### src/rtl/tt_pkg.sv
package tt_pkg;
    localparam int unsigned EVT_CH      = 0;
    localparam int unsigned TS_CH       = 4;
    localparam int unsigned ADDR_W      = 5;
    localparam logic [ADDR_W-1:0] ADDR_CTRL = '0;
    localparam logic [ADDR_W-1:0] ADDR_EVT  = ADDR_W'((EVT_CH + 1) * 4);
    localparam logic [ADDR_W-1:0] ADDR_TS   = ADDR_W'((TS_CH + 1) * 4);

    localparam int unsigned EVT_TB_LSB  = 2 * EVT_CH;
    localparam int unsigned TS_TB_LSB   = 2 * TS_CH;
    localparam int unsigned EVT_TB_W    = 2;
    localparam int unsigned TS_TB_W     = 3;
    localparam int unsigned EVT_PER_BIT = 12 + EVT_CH;
    localparam int unsigned EVT_EN_BIT  = 16 + EVT_CH;
    localparam int unsigned TS_EN_BIT   = 16 + TS_CH;

    localparam logic [31:0] CTRL_MASK =
        (32'd3 << EVT_TB_LSB) | (32'd7 << TS_TB_LSB) |
        (32'd1 << EVT_PER_BIT) | (32'd1 << EVT_EN_BIT) | (32'd1 << TS_EN_BIT);

    localparam int unsigned NUM_TB   = 4;           // 1us, 10us, 100us, 1ms
    localparam int unsigned DECADES  = NUM_TB - 1;
    localparam int unsigned EVT_CNT_W = 16;
    localparam int unsigned TS_W      = 32;

    typedef struct packed {
        logic                 armed;
        logic [EVT_CNT_W-1:0] cnt;
        logic                 irq;
    } evt_state_t;
endpackage

### src/rtl/tt_prescaler.sv
module tt_prescaler #(
    parameter int unsigned TICK_DIV = 200,
    parameter int unsigned DECADES  = 3
) (
    input  logic             clk,
    input  logic             rst_n,
    output logic [DECADES:0] tick
);
    localparam int unsigned DIV_W = (TICK_DIV > 1) ? $clog2(TICK_DIV) : 1;

    logic [DIV_W-1:0] div_q, div_d;

    assign tick[0] = (div_q == DIV_W'(TICK_DIV - 1));

    always_comb begin
        div_d = tick[0] ? '0 : div_q + 1'b1;
    end

    always_ff @(posedge clk or negedge rst_n) begin
        if (!rst_n) div_q <= '0;
        else        div_q <= div_d;
    end

    for (genvar k = 0; k < DECADES; k++) begin : g_decade
        logic [3:0] dec_q, dec_d;

        assign tick[k+1] = tick[k] && (dec_q == 4'd9);

        always_comb begin
            dec_d = dec_q;
            if (tick[k]) dec_d = (dec_q == 4'd9) ? 4'd0 : dec_q + 4'd1;
        end

        always_ff @(posedge clk or negedge rst_n) begin
            if (!rst_n) dec_q <= '0;
            else        dec_q <= dec_d;
        end
    end
endmodule

### src/rtl/tt_event_chan.sv
module tt_event_chan
    import tt_pkg::*;
(
    input  logic                 clk,
    input  logic                 rst_n,
    input  logic                 tick,
    input  logic                 en_d,
    input  logic                 en_q,
    input  logic                 periodic,
    input  logic [EVT_CNT_W-1:0] reload,
    output logic                 irq,
    output logic                 armed
);
    evt_state_t s_q, s_d;

    always_comb begin
        s_d     = s_q;
        s_d.irq = 1'b0;
        if (!en_d) begin
            s_d.armed = 1'b0;
        end else if (!en_q) begin
            s_d.armed = 1'b1;
            s_d.cnt   = reload;
        end else if (s_q.armed && tick) begin
            if (s_q.cnt <= EVT_CNT_W'(1)) begin
                s_d.irq = 1'b1;
                if (periodic) s_d.cnt   = reload;
                else          s_d.armed = 1'b0;
            end else begin
                s_d.cnt = s_q.cnt - 1'b1;
            end
        end
    end

    always_ff @(posedge clk or negedge rst_n) begin
        if (!rst_n) s_q <= '0;
        else        s_q <= s_d;
    end

    assign irq   = s_q.irq;
    assign armed = s_q.armed;
endmodule

### src/rtl/tt_stamp_chan.sv
module tt_stamp_chan
    import tt_pkg::*;
(
    input  logic            clk,
    input  logic            rst_n,
    input  logic            en,
    input  logic            tick,
    input  logic            load,
    input  logic [TS_W-1:0] load_val,
    output logic [TS_W-1:0] count
);
    logic [TS_W-1:0] cnt_q, cnt_d;

    always_comb begin
        cnt_d = cnt_q;
        if (load)             cnt_d = load_val;
        else if (en && tick)  cnt_d = cnt_q + 1'b1;
    end

    always_ff @(posedge clk or negedge rst_n) begin
        if (!rst_n) cnt_q <= '0;
        else        cnt_q <= cnt_d;
    end

    assign count = cnt_q;
endmodule

### src/rtl/tick_timer.sv
module tick_timer
    import tt_pkg::*;
#(
    parameter int unsigned TICK_DIV = 200
) (
    input  logic        clk,
    input  logic        rst_n,
    input  logic        wr_en,
    input  logic [4:0]  addr,
    input  logic [31:0] wdata,
    output logic [31:0] rdata,
    output logic        irq_o
);
    typedef struct packed {
        logic [31:0]          ctrl;
        logic [EVT_CNT_W-1:0] reload;
    } regs_t;

    regs_t r_q, r_d;

    always_comb begin
        r_d = r_q;
        if (wr_en) begin
            if (addr == ADDR_CTRL) r_d.ctrl   = wdata & CTRL_MASK;
            if (addr == ADDR_EVT)  r_d.reload = wdata[EVT_CNT_W-1:0];
        end
    end

    always_ff @(posedge clk or negedge rst_n) begin
        if (!rst_n) r_q <= '0;
        else        r_q <= r_d;
    end

    logic [NUM_TB-1:0]   tb_tick;
    logic [EVT_TB_W-1:0] evt_code;
    logic [TS_TB_W-1:0]  ts_code;
    logic                evt_tick, ts_tick;
    logic                evt_en_q, evt_en_d, evt_per, ts_en;
    logic                evt_armed, stamp_load;
    logic [TS_W-1:0]     stamp;

    tt_prescaler #(.TICK_DIV(TICK_DIV), .DECADES(DECADES)) u_presc (
        .clk  (clk),
        .rst_n(rst_n),
        .tick (tb_tick)
    );

    assign evt_code   = r_q.ctrl[EVT_TB_LSB +: EVT_TB_W];
    assign ts_code    = r_q.ctrl[TS_TB_LSB +: TS_TB_W];
    assign evt_en_q   = r_q.ctrl[EVT_EN_BIT];
    assign evt_en_d   = r_d.ctrl[EVT_EN_BIT];
    assign evt_per    = r_q.ctrl[EVT_PER_BIT];
    assign ts_en      = r_q.ctrl[TS_EN_BIT];
    assign evt_tick   = tb_tick[evt_code];
    assign stamp_load = wr_en && (addr == ADDR_TS);

    always_comb begin
        if (ts_code == '0)                           ts_tick = 1'b1;
        else if (32'(ts_code) <= NUM_TB)             ts_tick = tb_tick[ts_code - 1'b1];
        else                                         ts_tick = 1'b0;
    end

    tt_event_chan u_evt (
        .clk     (clk),
        .rst_n   (rst_n),
        .tick    (evt_tick),
        .en_d    (evt_en_d),
        .en_q    (evt_en_q),
        .periodic(evt_per),
        .reload  (r_q.reload),
        .irq     (irq_o),
        .armed   (evt_armed)
    );

    tt_stamp_chan u_stamp (
        .clk     (clk),
        .rst_n   (rst_n),
        .en      (ts_en),
        .tick    (ts_tick),
        .load    (stamp_load),
        .load_val(wdata),
        .count   (stamp)
    );

    always_comb begin
        rdata = '0;
        if (addr == ADDR_CTRL) rdata = r_q.ctrl;
        if (addr == ADDR_EVT)  rdata = 32'(r_q.reload);
        if (addr == ADDR_TS)   rdata = stamp;
    end
endmodule

### config.mk
export PLATFORM = sky130hd
export DESIGN_NAME = tick_timer
export DESIGN_NICKNAME = d
export VERILOG_FILES = /design/src/rtl/tt_pkg.sv /design/src/rtl/tt_prescaler.sv /design/src/rtl/tt_event_chan.sv /design/src/rtl/tt_stamp_chan.sv /design/src/rtl/tick_timer.sv
export SDC_FILE = /design/constraint.sdc
export NUM_CORES = 1
export LEC_CHECK = 0
export BUFFER_PORTS_ARGS = -buffer_cell sky130_fd_sc_hd__buf_2
export CAP_MARGIN = 20
export CORE_ASPECT_RATIO = 1.2
export CORE_MARGIN = 4
export CORE_UTILIZATION = 50
export CTS_BUF_LIST = sky130_fd_sc_hd__clkbuf_2 sky130_fd_sc_hd__clkbuf_4 sky130_fd_sc_hd__clkbuf_8
export DETAILED_ROUTE_END_ITERATION = 10
export PLACE_DENSITY = 0.71
export SLEW_MARGIN = 0
export SYNTH_ARGS = -nofsm -noshare
export SYNTH_HDL_FRONTEND = slang
export SYNTH_SLANG_ARGS = --single-unit
### constraint.sdc
create_clock -name clk -period 3.3 [get_ports clk]
set_clock_uncertainty 0.2 [all_clocks]
set_input_delay 0.165 -clock clk [delete_from_list [all_inputs] [get_ports clk]]
set_output_delay 0.165 -clock clk [all_outputs]
set_load 0.01 [all_outputs]
# Word level (Yosys, flattened, before mapping)
# Cells that the tools add are included.
# totals
wordCells,74
output_inout_bits,33
reg_bits,94
inputBits,40
# op_classes
n_addsub,7
magnitude_cmp,4
n_mux,28
eq_ne,11
reduce_logical,13
# op_table
operator,n
32-bit two-way mux,4
16-bit two-way mux,3
17-bit two-way mux,2
33-bit two-way mux,1
32-bit by 1-bit adder with 32-bit output (second input constant),1
21-bit two-way mux,1
18-bit two-way mux,1
16-bit by 1-bit <= comparator with 1-bit output (second input constant),1
16-bit by 1-bit subtractor with 16-bit output (second input constant),1
4-bit by 1-bit adder with 4-bit output (second input constant),3
4-bit equality test (second input constant),3
4-bit two-way mux,3
1-bit two-way mux,10
8-bit by 1-bit adder with 8-bit output (second input constant),1
8-bit equality test (second input constant),1
8-bit two-way mux,1
1-bit logical AND,6
3-bit by 2-bit != test with 1-bit output (second input constant),2
3-bit != test (second input constant),2
3-bit AND reduction,2
5-bit by 3-bit equality test with 1-bit output (second input constant),1
5-bit equality test (second input constant),1
5-bit zero test,1
1-bit binary-select mux with 2-bit select,2
8 further kinds,9

# Depth between registers and ports, before layout
# Gate-level depths: netlist of run 1.
# depth
ltp_word,11
mapped_depth,9

# Modules after synthesis
# Synthesis of run 1 repeated with hierarchy kept, for this count alone.
# hier_totals
cells_unflattened,572
hier_area_um2,5619.1
# modules_own_cells
mod,n_inst,cells_each,area_per_inst_um2,seq_area_each_um2
tt_stamp_chan,1,225,1943.1,800.8
tick_timer,1,110,1376.3,600.6
tt_event_chan,1,146,1301.2,450.4
tt_prescaler,1,91,998.5,500.5

# Least setup slack after synthesis of run 1
# OpenSTA, ideal clock, no wires.
# synth_path
kind,register to register
start,register u_evt.s_q[6] (netlist name)
end,register u_evt.s_q[16] (netlist name)
setup_time_ns,0.126
stages_incl_launch_ff,8
arrival_time_ns,2.246
setup_slack_ns,0.728
period_less_slack_ns,2.572
cell_sequence,dfrtp_1 > or4_4 > buf_6 > or4_4 > nor3_2 > xnor2_1 > o21ai_1 > a221o_1
# synth_via
elab_chain_len,4
# synth_lines
item,line,source
start: declaration,tt_event_chan.sv:14,"evt_state_t s_q, s_d;"
start signal: assignment,tt_event_chan.sv:36,if (!rst_n) s_q <= '0;
start signal: assignment,tt_event_chan.sv:37,else s_q <= s_d;
16-bit by 1-bit subtractor with 16-bit output or 16-bit by 1-bit <= comparator with 1-bit output (tied branches),"tt_event_chan.sv:30, tt_event_chan.sv:25",
16-bit two-way mux,tt_event_chan.sv:25,if (s_q.cnt <= EVT_CNT_W'(1)) begin
18-bit two-way mux,tt_event_chan.sv:24,end else if (s_q.armed && tick) begin
17-bit two-way mux,tt_event_chan.sv:21,end else if (!en_q) begin
# Several ways; a longest one is shown, not always the timed one. The select of a mux whose other input is x is not followed.
# A chain may end at the register's enable or synchronous reset.

# Worst setup path in the final report of run 1
# layout_path
start,register u_presc.g_decade[1].dec_q[1]
end,register u_evt.s_q[15] (netlist name)
# layout_via
elab_chain_len,8
# layout_lines
item,line,source
start: declaration,tt_prescaler.sv:25,"logic [3:0] dec_q, dec_d;"
start signal: assignment,tt_prescaler.sv:35,if (!rst_n) dec_q <= '0;
start signal: assignment,tt_prescaler.sv:36,else dec_q <= dec_d;
4-bit equality test *,tt_prescaler.sv:27,assign tick[k+1] = tick[k] && (dec_q == 4'd9);
1-bit logical AND *,tt_prescaler.sv:27,
1-bit logical AND,tt_prescaler.sv:27,
1-bit binary-select mux with 2-bit select *,tick_timer.sv:54,assign evt_tick = tb_tick[evt_code];
1-bit two-way mux (implied by the code) *,tick_timer.sv:54,
1-bit logical AND *,tt_event_chan.sv:24,
2-bit by 1-bit != test with 1-bit output (no line) *,n/a,
3-bit AND reduction (no line) *,n/a,
# Every way passes the cells marked *; elsewhere a longest branch is shown, timed or not. The select of a mux whose other input is x is not followed.

==> results of run 1 <==
[area by class of cell]
class | instances | area, um2 | area share
clock buffers | 10 | 131 | 0.0196
multi-input cells | 458 | 3110 | 0.462
well taps | 132 | 165 | 0.0246
clock inverters | 5 | 75.1 | 0.0112
repair buffers | 123 | 828 | 0.123
inverters | 16 | 60.1 | 0.00894
flip-flops and latches | 94 | 2350 | 0.350
[kinds of logic after synthesis]
family | Yosys count | share of synthesized area
compound gates | 145 | 0.173
xor+xnor | 43 | 0.0665
fa+ha+maj | 5 | 0.0110
buf+inv | 46 | 0.0362
flops | 94 | 0.415
mux | 43 | 0.0838
simple gates | 222 | 0.214
[state kept, by name, summed over array words and instances (netlist names)]
register / count
evt_per: 1
r_q: 20
evt_en_q: 1
u_presc.div_q: 8
u_evt.s_q: 16
u_evt.armed: 1
evt_code: 2
u_presc.g_decade.dec_q: 12
u_evt.irq: 1
u_stamp.count: 32
[tightest hold or removal path, cell delays in order]
cell     delay [ps]
buf_2           130
nand2_2         220
a21oi_1         100
[routing by layer]
| metal | vias up | part of all wire | track usage |
|---|---|---|---|
| met4 | 0 | 0.023 | 0.0873 |
| met2 | 127 | 0.51 | 0.423 |
| met3 | 30 | 0.040 | 0.0425 |
| li1 | 2391 | - | - |
| met1 | 2484 | 0.42 | 0.295 |
| met5 | - | 0 | 0 |
[worst min-delay path by stage]
stage / endpoint / slack, ps / cells after the start
2_1_floorplan: evt_code[0]$_DFFE_PN0P_ / -330 / 0
3_3_place_gp: u_presc.g_decade[0].dec_q[1]$_DFFE_PN0N_ / -10 / 1
3_5_place_dp: u_presc.g_decade[0].dec_q[1]$_DFFE_PN0N_ / -8 / 1
4_1_cts: u_stamp.count[15]$_DFFE_PN0P_ / 80 / 3
5_1_grt: u_stamp.count[16]$_DFFE_PN0P_ / 100 / 3
6_report: u_stamp.count[16]$_DFFE_PN0P_ / 80 / 3
[stage by stage]
stage | setup WS (ps) | hold WS (ps)
2_1_floorplan | 728 | -331
5_1_grt | 409 | 95.3
3_3_place_gp | 665 | -10.2
4_1_cts | 562 | 78.4
3_5_place_dp | 577 | -7.63
6_report | 522 | 83.2
[placed cells by master (no fill, tap or decap), drive strengths merged, types with 16 or more instances in the layout]
cell type and instances:
mux2 25, xor2 31, dlygate4sd3 33, nand2 31
and2 25, o21ai 39, inv 16, o2111ai 19
mux2i 18, nor2 68, buf 90, dfrtp 94
a21oi 40, and3 21
[power breakdown]
part / internal (uW) / switching, uW
logic: 637 / 783
registers: 1430 / 370
clock network: 428 / 405
total: 2490 / 1560
==> results by stage, run 1 <==
Outcome:
- The run finished with clean final reports.

Layout:
- The repair_antennas step left the layout with diodes totalling 0.
- Of the cells placed in the final design, the portion with a size suffix greater than 1 is 0.211.
- The area added between synthesis and finish is 18.7%.
- In the final design database the tool counted 747 nets.
- Measured on the finished design, the core utilization comes to 0.609.
- Counting the fill cells in the layout gives 931.
- After the flow finishes, the layout carries non-filler instances totaling 838.
- After routing the design area is 6720 um2.

Worst setup path:
- The startpoint of the worst setup timing path is u_presc.g_decade[1].dec_q[1]$_DFFE_PN0N_.
- Measured in cells, the most critical reg-to-reg path has a length of 6.
- The critical path capture point is u_evt.s_q[15]$_DFFE_PN0P_.
- The category of the most critical setup path is reg -> reg.
- At the worst endpoint, the arrival time is 2840 ps.
- The data required time of the critical path is 3360 ps.
- The reg-to-reg critical path startpoint is u_presc.g_decade[1].dec_q[1]$_DFFE_PN0N_.
- The highest cell delay on the worst timing path is 570 ps.
- The critical path crosses 6 cells after its start point.
- The reg-to-reg endpoint is u_evt.s_q[15]$_DFFE_PN0P_.
- Along the worst path, the maximum fanout reaches 10.
- The element type at the critical path start is a register.
- The cell with the largest stage delay on the worst path is nor4bb_1.
- In this run the register-to-register setup slack is 520 ps.
- The family with the most delay on the worst path is compound AO/OA/AOI/OAI gates.
- Together, buffers and inverters on the worst path number 1.
- The critical path goes through nor4bb_1 > o22ai_1 > o31ai_1 > o311ai_4 > buf_4 > o32a_1.
- The sort of element at the end of the critical path is a register.

Floorplanning:
- The starting density of the core is 0.513.
- The number of ports placed on the die boundary is 73.
- The floorplan step set the die width to 105 um.
- The die covers 13100 um2.
- The die is 125 um tall.
- The region available for standard cell placement spans 11000 um2.
- The count of standard-cell rows is 42.

Clock tree:
- For this design, the sink count on the clock tree is 94.
- The clock latency of the later-clocked register in the worst-skew pair is 370 ps.
- No sink is reached through more buffers than the 2 on the longest clock path.
- The post-CTS setup-driven buffer insertion count is 0.
- The clock root buffer master is clkbuf_8.
- TritonCTS built the clock tree.
- The H-tree was split into 3 levels.
- The hold-fix buffer count after cts is 33.
- After clock tree synthesis, the repair step resized 0 gates.
- Clock-pin slew was measured on the worst setup and hold paths at 90 ps.
- Buffers inserted during clock tree synthesis total 9.

Yosys:
- The register bit total from synthesis is 94.
- Of all cell types, the one taking the most synthesized area is dfrtp_1.
- Counting distinct cell types in the post-synthesis netlist gives 62.
- Among all cell types in the netlist, the one instantiated most often is dfrtp_1.
- The post-synthesis sequential area ratio is 0.415.
- In this run, synthesis inferred 0 flip-flops with an integrated enable.
- The most used flip-flop cell after synthesis is dfrtp_1.
- The mapped netlist covers 5660 um2.
- By count the netlist is led by dfrtp_1, nor2_1, a21oi_1.
- Of all flip-flops after synthesis, the portion carrying an async set or reset was 1.00.
- The average cell area after synthesis is 9.47 um2.
- The fraction of synthesized cell area taken by the top area cell type is 0.415.
- The post-synthesis cell count is 598.
- The number of nets in the synthesized netlist is 643.
- In the post-synthesis netlist, the biggest area contributors are dfrtp_1, mux2_2, xor2_1.
- The count of synthesis-stage warnings from yosys is 0.

Timing:
- The transition time of the tightest slew-check pin is 787 ps.
- The clock period minus final worst setup slack is 2780 ps.
- Headroom to the max-slew limit came out at 0.475.
- The number of pins exceeding their max-slew limit in the final report is 0.
- Setup repair after global routing left no endpoint under its margin.
- Derived from the worst setup path, the maximum achievable clock frequency is 0.360 GHz.
- Adding up every negative setup slack in the final design gives 0 ps.
- Dividing the final minimum period by the clock period gives 0.842.
- The number of setup violations in the final report is 0.
- The final-report hold violation count is 0.

Global routing:
- The via count of the first global-routing pass was 5302.
- The global-route wire length before repair is 25.8 mm.
- Entering global routing, the biggest net connects 51 pins.
- In the global route stage, overall resource usage came out at 0.241.
- The total overflow left after global routing is 0.
- The initial antenna violation count is 0.

Min path:
- In this run the most critical hold path is launched from wr_en.
- The class of the worst hold path is in -> reg.

Detailed routing:
- The count of routing violations after the opening detailed-route iteration is 226.
- The detailed-route vias per instance is 6.00.
- The per-cell routed wire length is 18.1 um.
- The detailed router placed 5032 vias in this run.
- After detailed routing, the total wire length is 15.2 mm.
- The number of DRC violations after detailed routing is 0.
- The count of antenna-violating nets left after detailed routing is 0.
- For this run, the detailed router's first-pass iteration total came to 5.

Placed design:
- The total cell area at the placement stage is 6180 um2.
- Counting tap cells, the placed design contains a total of 790 instances.
- The global placement routability congestion is 0.888.
- Detailed placement finished with a half-perimeter wire length of 10.9 mm.
- The count of input and output buffers is 72.

Power and ir drop:
- The overall power consumption is 4050 uW.
- The leakage power summed over all cells is 0.00293 uW.
- The maximum vdd ir drop is 0.320 mV.
- The power density of the placed cells is 603 nW/um2.

Job:
- Across the run, the number of max-cap violations was 0.
(Power assumes the default switching activity.)
==> run 2, diff against run 1 <==
==> constraint.sdc (replaced) <==
create_clock -name clk -period 2.87 [get_ports clk]
set_clock_uncertainty 0.2 [all_clocks]
set_input_delay 0.1435 -clock clk [delete_from_list [all_inputs] [get_ports clk]]
set_output_delay 0.1435 -clock clk [all_outputs]
set_load 0.01 [all_outputs]
==> run 2 against run 1 <==
Total power grew 20%. Sequential power rose by 12%. Die area is the same. Combinational power increased by 35%. Routed wire length up 3.1%. Clock power increased by 12%. Clock-buffer cell count increased by 3. Via count rose by 2.9%. Largest power group unchanged. Worst setup slack worse by 420 ps. Global-route usage grew 0.63 points. Fmax increased by 0.49%. Critical path type unchanged.
==> results by stage, run 2 (synthesis results as in run 1) <==
Outcome:
- Status: completed (unchanged).

Floorplanning:
- The count of standard-cell rows is 42 (unchanged).
- The die footprint is 13100 um2 (unchanged).
- The area inside the core boundary is 11000 um2 (unchanged).
- The die width is 105 um (unchanged).
- The number of ports placed on the die boundary is 73 (unchanged).
- The height of the chip was 125 um (unchanged).
- The starting density of the core was 0.513 (unchanged).

Layout:
- The combined flip-flop and latch cell area is 2350 um2 (unchanged).
- The antenna diode count was 0 (unchanged).
- Most used cells in the layout excluding fill and tap cells: dfrtp_1, buf_2, nor2_1, a21oi_1, buf_4 (was dfrtp_1, buf_2, nor2_1, a21oi_1, o21ai_0).
- The commonest non-fill, non-tap cell in the layout is dfrtp_1 (unchanged).
- The area of the multi-input gates is 3120 um2 (was 3110 um2).
- The number of flip-flops in the largest register came to 32 (unchanged).
- The area added between synthesis and finish is 23.2% (was 18.7%).
- The number of fillers in the final layout is 916 (was 931).
- The number of nets in the finished design is 772 (was 747).
- The fraction of layout instances using a drive strength above 1 came to 0.239 (was 0.211).

Power and ir drop:
- The power density of the placed cells came to 698 nW/um2 (was 603 nW/um2).
- The leakage power summed over all cells is 0.00307 uW (was 0.00293 uW).
- The maximum vdd ir drop is 0.333 mV (was 0.320 mV).

Worst setup path:
- The category of the most critical setup path is reg -> reg (unchanged).
- The data required time of the critical path is 2920 ps (was 3360 ps).
- The maximum fanout along the worst path is 5 (was 10).
- The setup slack of the worst register-to-register path is 110 ps (was 520 ps).
- The signal arrival time at the worst endpoint is 2810 ps (was 2840 ps).
- The sort of element at the end of the critical path is a register (unchanged).
- The element type at the critical path start was a register (unchanged).

Placed design:
- The post-DP HPWL is 11.2 mm (was 10.9 mm).
- The count of input and output buffers is 72 (unchanged).
- The worst setup slack after placement is 89.9 ps (was 577 ps).
- The global placement routability congestion was 0.886 (was 0.888).

Clock tree:
- The clock transition at the register clock pins on the worst setup and hold paths after CTS came to 90 ps (about the same).
- The clock latency of the later-clocked register in the worst-skew pair came to 360 ps (was 370 ps).
- The number of clock sinks is 94 (unchanged).
- The clock root buffer master was clkbuf_8 (unchanged).
- The CTS H-tree depth is 3 (unchanged).
- The TritonCTS clock tree is built (unchanged).
- The total clock buffers created by CTS is 9 (unchanged).
- The buffer depth of the longest clock path is 2 (unchanged).
- The number of resized instances in the post-cts repair step is 0 (unchanged).

Global routing:
- The maximum number of pins on one net before global-route repair is 65 (was 51).
- The via count of the first global-routing pass came to 5193 (was 5302).
- The sum of overflow across all layers after global routing is 0 (unchanged).
- The global-route wire length before repair is 26.6 mm (was 25.8 mm).
- The global-route usage over all layers is 0.247 (was 0.241).
- The initial antenna violation count was 0 (unchanged).

Timing:
- The worst setup slack after layout came to 105 ps (was 522 ps).
- The final total negative setup slack is 0 ps (unchanged).
- The max-slew headroom at the worst pin is 0.406 (was 0.475).
- The number of pins exceeding their max-slew limit in the final report came to 0 (unchanged).
- RSZ-0062 raised after global routing: no (unchanged).
- The maximum operating frequency is 0.362 GHz (was 0.360 GHz).
- The transition time of the tightest slew-check pin came to 882 ps (was 787 ps).
- The final cycle utilization of the critical path was 0.963 (was 0.842).
- The final-report hold violation count came to 0 (unchanged).
- The clock period minus final worst setup slack came to 2760 ps (was 2780 ps).
- The number of setup violations in the final report is 0 (unchanged).

Detailed routing:
- The first-pass iteration count of the detailed router is 5 (unchanged).
- The amount of wire on met2 after detailed routing came to 7.90 mm (was 7.83 mm).
- The vias after detailed routing is 5177 (was 5032).
- The overall routed net length was 15.7 mm (was 15.2 mm).
- The number of DRC violations after detailed routing is 0 (unchanged).
- The detailed-route vias per instance came to 5.99 (was 6.00).
- The per-cell routed wire length is 18.1 um (about the same).
- The amount of wire on met3 after detailed routing is 806 um (was 608 um).
- The count of routing violations after the opening detailed-route iteration is 335 (was 226).
- The detailed-routing wirelength on met1 was 6.61 mm (was 6.43 mm).
- The highest metal layer with signal wires was met4 (unchanged).
- The count of antenna-violating nets left after detailed routing came to 0 (unchanged).

Min path:
- The class of the worst hold path is in -> async (was in -> reg).

Job:
- The count of max-cap constraint violations came to 0 (unchanged).
## run 2: power by group
group          total [uW]  switching [uW]  internal [uW]
clock network         935             465            470
registers            2020             377           1640
logic                1910            1030            877
## run 2: per-layer routing
| metal | vias to the layer above | global-route usage |
|---|---|---|
| met5 | - | 0 |
| met4 | 0 | 0.0780 |
| met3 | 30 | 0.0415 |
| met2 | 173 | 0.425 |
| met1 | 2533 | 0.317 |
| li1 | 2441 | - |
## run 2: worst max-delay path, stage by stage (launching register included)
cell     delay (ps)
dfrtp_1         410
or4_4           570
buf_4           170
or4_4           550
nor3_2          220
xnor2_1         150
o21ai_1          80
a221o_1         300
## run 2: stage by stage
stage | util | power, uW | cell area, um2 | hold WS, ps | instances
floorplan | - | 3210 | 5660 | -352 | 598
global placement | 0.578 | 3770 | 6370 | -11.4 | 809
detailed placement | 0.578 | 3820 | 6370 | -8.68 | 809
CTS | 0.627 | 4800 | 6910 | 110 | 858
global route | 0.632 | 5180 | 6970 | 159 | 864
finish | 0.632 | 4860 | 6970 | 126 | 864
## run 2: area by class of cell
class,instances,area share
clock buffers,13,0.0239
clock inverters,3,0.00610
inverters,16,0.00861
multi-input cells,459,0.447
flip-flops and latches,94,0.337
well taps,132,0.0237
repair buffers,147,0.154
## run 2: final timing paths
kind                       depth (start not counted)                  startpoint                                        to
max                                                7    u_evt.s_q[8]$_DFFE_PN0P_                 u_evt.s_q[16]$_DFFE_PN0P_
min                                                2                       rst_n  u_presc.g_decade[0].dec_q[3]$_DFFE_PN0N_
max reg2reg                                        7    u_evt.s_q[8]$_DFFE_PN0P_                 u_evt.s_q[16]$_DFFE_PN0P_
min reg2reg                                        1  u_presc.div_q[0]$_DFF_PN0_                u_presc.div_q[0]$_DFF_PN0_
max in group asynchronous                          3                       rst_n              u_stamp.count[0]$_DFFE_PN0P_
min in group clk                                   4                       wr_en                 u_evt.s_q[16]$_DFFE_PN0P_
## run 2: repair_timing
action                     4_1_cts  5_1_grt
buffers inserted                 0        5
hold endpoints to repair        99        0
setup endpoints to repair        0        7
hold buffers                    33        0
